File: config.mk
export PLATFORM = sky130hd
export DESIGN_NAME = rstgen_core
export DESIGN_NICKNAME = d
export VERILOG_FILES = /design/src/rtl/rstgen_pkg.sv /design/src/rtl/rstgen_sync.sv /design/src/rtl/rstgen_wdpulse.sv /design/src/rtl/rstgen_fetchdly.sv /design/src/rtl/rstgen_straps.sv /design/src/rtl/rstgen_core.sv
export SDC_FILE = /design/constraint.sdc
export NUM_CORES = 1
export LEC_CHECK = 0
export ABC_AREA = 0
export BUFFER_PORTS_ARGS = -buffer_cell sky130_fd_sc_hd__buf_4
export CAP_MARGIN = 15
export CELL_PAD_IN_SITES_DETAIL_PLACEMENT = 1
export CELL_PAD_IN_SITES_GLOBAL_PLACEMENT = 2
export CORE_MARGIN = 4
export CORE_UTILIZATION = 38
export CTS_CLUSTER_SIZE = 28
export DETAILED_ROUTE_END_ITERATION = 8
export GPL_TIMING_DRIVEN = 0
export PLACE_DENSITY_LB_ADDON = 0.1
export REMOVE_ABC_BUFFERS = 1
export SYNTH_ARGS = -nofsm -noshare
export SYNTH_HDL_FRONTEND = slang
export SYNTH_HIERARCHICAL = 1
export SYNTH_SLANG_ARGS = --single-unit
File: constraint.sdc
create_clock -name clk_i -period 3.53 [get_ports clk_i]
set_input_delay 0.5295 -clock clk_i [delete_from_list [all_inputs] [get_ports clk_i]]
set_output_delay 0.5295 -clock clk_i [all_outputs]
set_load 0.05 [all_outputs]
File: src/rtl/rstgen_pkg.sv
package rstgen_pkg;

    // Strap values held across watchdog resets
    typedef struct packed {
        logic boot;
        logic tri_en;
    } strap_t;

    localparam strap_t STRAP_DEFAULT = '{boot: 1'b0, tri_en: 1'b0};

    // State of the watchdog pulse stretcher
    typedef enum logic {
        WD_IDLE = 1'b0,
        WD_HOLD = 1'b1
    } wd_state_e;

    localparam int unsigned STEP_W = 16;

    // Increment that stops at a limit
    function automatic logic [STEP_W-1:0] sat_step(input logic [STEP_W-1:0] v,
                                                   input logic [STEP_W-1:0] lim);
        return (v >= lim) ? lim : v + 1'b1;
    endfunction

    function automatic int unsigned cnt_width(input int unsigned n);
        return (n > 1) ? $clog2(n) : 1;
    endfunction

endpackage

File: src/rtl/rstgen_sync.sv
module rstgen_sync #(
    parameter int unsigned STAGES = 2
) (
    input  logic clk_i,
    input  logic arst_n_i,
    output logic released_o,
    output logic release_pulse_o
);
    logic [STAGES-1:0] chain_q;

    generate
        for (genvar i = 0; i < STAGES; i++) begin : g_stage
            if (i == 0) begin : g_first
                always_ff @(posedge clk_i or negedge arst_n_i) begin
                    if (!arst_n_i) chain_q[i] <= 1'b0;
                    else           chain_q[i] <= 1'b1;
                end
            end else begin : g_next
                always_ff @(posedge clk_i or negedge arst_n_i) begin
                    if (!arst_n_i) chain_q[i] <= 1'b0;
                    else           chain_q[i] <= chain_q[i-1];
                end
            end
        end
    endgenerate

    assign released_o      = chain_q[STAGES-1];
    // High in the cycle before the last stage sets: the release edge comes next
    assign release_pulse_o = chain_q[STAGES-2] & ~chain_q[STAGES-1];

endmodule

File: src/rtl/rstgen_wdpulse.sv
module rstgen_wdpulse
    import rstgen_pkg::*;
#(
    parameter int unsigned PULSE = 16
) (
    input  logic clk_i,
    input  logic arst_n_i,
    input  logic released_i,
    input  logic req_i,
    output logic active_o
);
    localparam int unsigned CW = cnt_width(PULSE);
    localparam logic [CW-1:0] LOAD = CW'(PULSE - 1);

    wd_state_e     state_q;
    logic [CW-1:0] left_q;

    always_ff @(posedge clk_i or negedge arst_n_i) begin
        if (!arst_n_i) begin
            state_q <= WD_IDLE;
            left_q  <= '0;
        end else begin
            case (state_q)
                WD_IDLE: begin
                    if (released_i && req_i) begin
                        state_q <= WD_HOLD;
                        left_q  <= LOAD;
                    end
                end
                WD_HOLD: begin
                    if (left_q == '0) state_q <= WD_IDLE;
                    else              left_q  <= left_q - 1'b1;
                end
                default: state_q <= WD_IDLE;
            endcase
        end
    end

    assign active_o = (state_q == WD_HOLD);

endmodule

File: src/rtl/rstgen_fetchdly.sv
module rstgen_fetchdly
    import rstgen_pkg::*;
#(
    parameter int unsigned DLY = 80
) (
    input  logic clk_i,
    input  logic arst_n_i,
    input  logic hold_i,
    output logic ready_o
);
    localparam int unsigned W = $clog2(DLY + 1);
    localparam logic [W-1:0] LIMIT = W'(DLY);

    logic [W-1:0]      cnt_q;
    logic [STEP_W-1:0] step_w;

    assign step_w = sat_step(STEP_W'(cnt_q), STEP_W'(DLY));

    always_ff @(posedge clk_i or negedge arst_n_i) begin
        if (!arst_n_i)   cnt_q <= '0;
        else if (hold_i) cnt_q <= '0;
        else             cnt_q <= W'(step_w);
    end

    assign ready_o = (cnt_q == LIMIT) && !hold_i;

endmodule

File: src/rtl/rstgen_straps.sv
module rstgen_straps
    import rstgen_pkg::*;
(
    input  logic   clk_i,
    input  logic   arst_n_i,
    input  logic   capture_i,
    input  strap_t pins_i,
    output strap_t held_o
);
    always_ff @(posedge clk_i or negedge arst_n_i) begin
        if (!arst_n_i)      held_o <= STRAP_DEFAULT;
        else if (capture_i) held_o <= pins_i;
    end

endmodule

File: src/rtl/rstgen_core.sv
module rstgen_core
    import rstgen_pkg::*;
#(
    parameter int unsigned SYNC_STAGES = 2,
    parameter int unsigned FETCH_DLY   = 80,
    parameter int unsigned WD_PULSE    = 16
) (
    input  logic clk_i,
    input  logic ext_rst_n_i,
    input  logic wdog_req_i,
    input  logic strap_boot_i,
    input  logic strap_tri_i,
    output logic sys_rst_o,
    output logic fetch_en_o,
    output logic clk_out_o,
    output logic boot_mode_o,
    output logic tri_mode_o,
    output logic oe_kill_o
);
    logic   pin_released;
    logic   pin_release_edge;
    logic   wd_active;
    logic   rst_any;
    logic   clk_en_q;
    strap_t strap_in;
    strap_t strap_held;

    rstgen_sync #(.STAGES(SYNC_STAGES)) u_sync (
        .clk_i           (clk_i),
        .arst_n_i        (ext_rst_n_i),
        .released_o      (pin_released),
        .release_pulse_o (pin_release_edge)
    );

    rstgen_wdpulse #(.PULSE(WD_PULSE)) u_wd (
        .clk_i      (clk_i),
        .arst_n_i   (ext_rst_n_i),
        .released_i (pin_released),
        .req_i      (wdog_req_i),
        .active_o   (wd_active)
    );

    assign rst_any = !pin_released || wd_active;

    rstgen_fetchdly #(.DLY(FETCH_DLY)) u_fetch (
        .clk_i    (clk_i),
        .arst_n_i (ext_rst_n_i),
        .hold_i   (rst_any),
        .ready_o  (fetch_en_o)
    );

    assign strap_in = '{boot: strap_boot_i, tri_en: strap_tri_i};

    rstgen_straps u_straps (
        .clk_i     (clk_i),
        .arst_n_i  (ext_rst_n_i),
        .capture_i (pin_release_edge),
        .pins_i    (strap_in),
        .held_o    (strap_held)
    );

    // Enable changes while the clock is low, so the image has no runt pulse
    always_ff @(negedge clk_i or negedge ext_rst_n_i) begin
        if (!ext_rst_n_i) clk_en_q <= 1'b0;
        else              clk_en_q <= pin_released;
    end

    assign clk_out_o   = clk_i & clk_en_q;
    assign sys_rst_o   = rst_any;
    assign boot_mode_o = strap_held.boot;
    assign tri_mode_o  = strap_held.tri_en;
    assign oe_kill_o   = strap_held.tri_en;

endmodule

==> qor.yml <==
status: "complete, no violations"
final-hold-violation-count: 0
p_leak_nw: 0.420
swShare_pct: 37.3
dp_hpwl_mm: 1.16
yosys.area_share.simple_pct: 17.7
wire_per_inst_um: 13.7
ys_seq_elements: 17
area_growth_pct: 19.5
worst_slack_ps: 102
yosysTopAreaCell: "dfrtp_1"
grt_pass1_vias: 647
insertion_delay_ps: 410
die_h_um: 54.3
netlist_instances: 74
switching_power_uw: 236
antenna_found_initial: 0
synth_top_cell_area_share_pct: 49.2
async_flop_share_pct: 100
num_antenna_cells: 0
setup_tns_ps: 0
synthTopCellsByArea: "dfrtp_1 49%, ha_1 6.2%, inv_1 3.7%"
grtUsageTotal_pct: 14.0
hp-class: "in2reg"
dpl_worst_slack_ps: 572
io_pins: 11
drt_first_pass_iters: 2
grt-ovfl-total: 0
cts_resized: 0
synthAdderAreaFrac_pct: 6.15
synth_top_family_by_area: "simple AND/OR/NAND/NOR gates"
routed_wl_mm: 1.61
power_density_nw_per_um2: 652
drv_cap: 0
synth_compound_area_share_pct: 13.2
yosys.cell_types.count: 33
criticalPathCategory: "reg2out"
ant_nets: 0
die_area_sq_um: 2940
rsz0062_at_grt: "false"
synth.area.mux_share_pct: 2.77
final_cell_mix: "16 x dfrtp_1, 10 x buf_4, 8 x inv_1"
grt_max_degree: 18
die_width_um: 54.3
synth_enable_flop_cells: 0
num-nets-final: 100
core_area_sq_um: 2000
gp_congestion: 0.694
synthFlopType: "dfrtp_1"
worstSetupEndpointType: "output pin"
critPathLaunchType: "register"
skew_ps: 9.16
synth_area_sq_um: 813
ir_drop_v: 0.000385
final_common_cell: "dfrtp_1"
pwr-share-seq_pct: 43.4
synth-xor-area-share_pct: 2.15
crit_required_ps: 3000
setup_viol_count_final: 0
rows: 16
synth.avg_cell_area_sq_um: 11.0
synth_warnings: 6
dr_total_vias: 604
grt_pass1_wl_mm: 2.76
utilization_pct: 48.6
drtIter0Drc: 4
power.internal_uw: 397
cts_tree: "built"
io_buffers: 10
finalMaxSlewViolations: 0
vias_per_cell: 5.16
drc_errors: 0
start_util_pct: 40.6
critical_path.max_fanout: 1
worstPathArrival_ps: 2900
cts.reportedPaths.clkPinSlew_ps: 100
clkPwrFrac_pct: 30.3
drive_gt1_share_pct: 26.7
power_frac_comb_pct: 26.4
yosysSeqAreaShare_pct: 52.3
## flip-flops by register name, summed over array words and instances (netlist names)
register,flops
u_fetch/cnt_q,7
u_wd/left_q,4
u_straps/held_o,2
clk_en_q,1
u_sync/chain_q,1
u_sync/released_o,1
u_wd/active_o,1
## power by group through the flow
stage | Combinational [mW] | Clock (mW) | Sequential, mW
floorplan | 0.111 | 0.0272 | 0.285
CTS | 0.172 | 0.199 | 0.275
global route | 0.191 | 0.215 | 0.281
global placement | 0.163 | 0.0364 | 0.278
finish | 0.167 | 0.192 | 0.275
detailed placement | 0.170 | 0.0364 | 0.279
## through the flow
step	std cells	power, mW	hold WS, ps	area [sq um]
finish	117	0.634	364	972
CTS	117	0.646	353	972
global placement	109	0.477	360	910
floorplan	72	0.423	234	801
global route	117	0.687	332	972
detailed placement	109	0.485	378	910
## layer usage
metal | vias to the layer above | part of all wire (%) | GRT usage, %
met5 | - | 0 | 0
met4 | 0 | 1.9 | 11.2
met3 | 3 | 6.2 | 6.81
met2 | 15 | 47 | 20.5
met1 | 300 | 45 | 15.3
li1 | 286 | - | -
## logic make-up (layout without fill, tap and decap cells)
kind of cell,Yosys count,count (layout)
fa+ha+maj,4,4
mux,2,2
flops,17,17
compound gates,16,16
xor+xnor,2,2
other cells,1,1
simple gates,22,22
buf+inv,10,26
## worst max-delay path: stages, from the launching register on
cell and delay (ps):
dfrtn_1 400, and2_1 130, buf_4 200
## final timing paths
| path | startpoint | to | slack [ps] | cells after the start |
|---|---|---|---|---|
| min in group asynchronous | ext_rst_n_i | u_sync/chain_q[0] | 510 | 2 |
| hold / removal | strap_tri_i | u_straps/held_o[0] | 360 | 2 |
| setup / recovery | clk_en_q | clk_out_o | 100 | 2 |
| hold reg to reg | u_sync/chain_q[0] | u_sync/released_o | 400 | 0 |
| max in group asynchronous | ext_rst_n_i | clk_en_q | 1160 | 2 |
| setup reg to reg | u_sync/released_o | clk_en_q | 1080 | 0 |
## layout make-up
type                       count  area, sq um
inverter                       8         30.0
clock buffer                   7         52.6
sequential                    17          425
timing repair buffer          10         77.6
tap                           27         33.8
clock inverter                 1         7.51
multi-input combinational     47          345
fill                         229         1030
## repair_timing
item / CTS / global route
hold buffers: 1 / 0
endpoints found under the hold margin: 16 / 0
buffers inserted: 0 / 0
## synth_stat cells, drive strengths merged (2+ instances only)
master   number
o21a          2
nand3         3
nor3b         2
ha            4
a21oi         6
dfrtp        16
nor2          5
o21ai         2
nand2b        2
o221ai        2
inv           8
nand3b        2
buf           2
mux2          2
o2111ai       2
No activity file was read; power rests on OpenSTA's default activity.
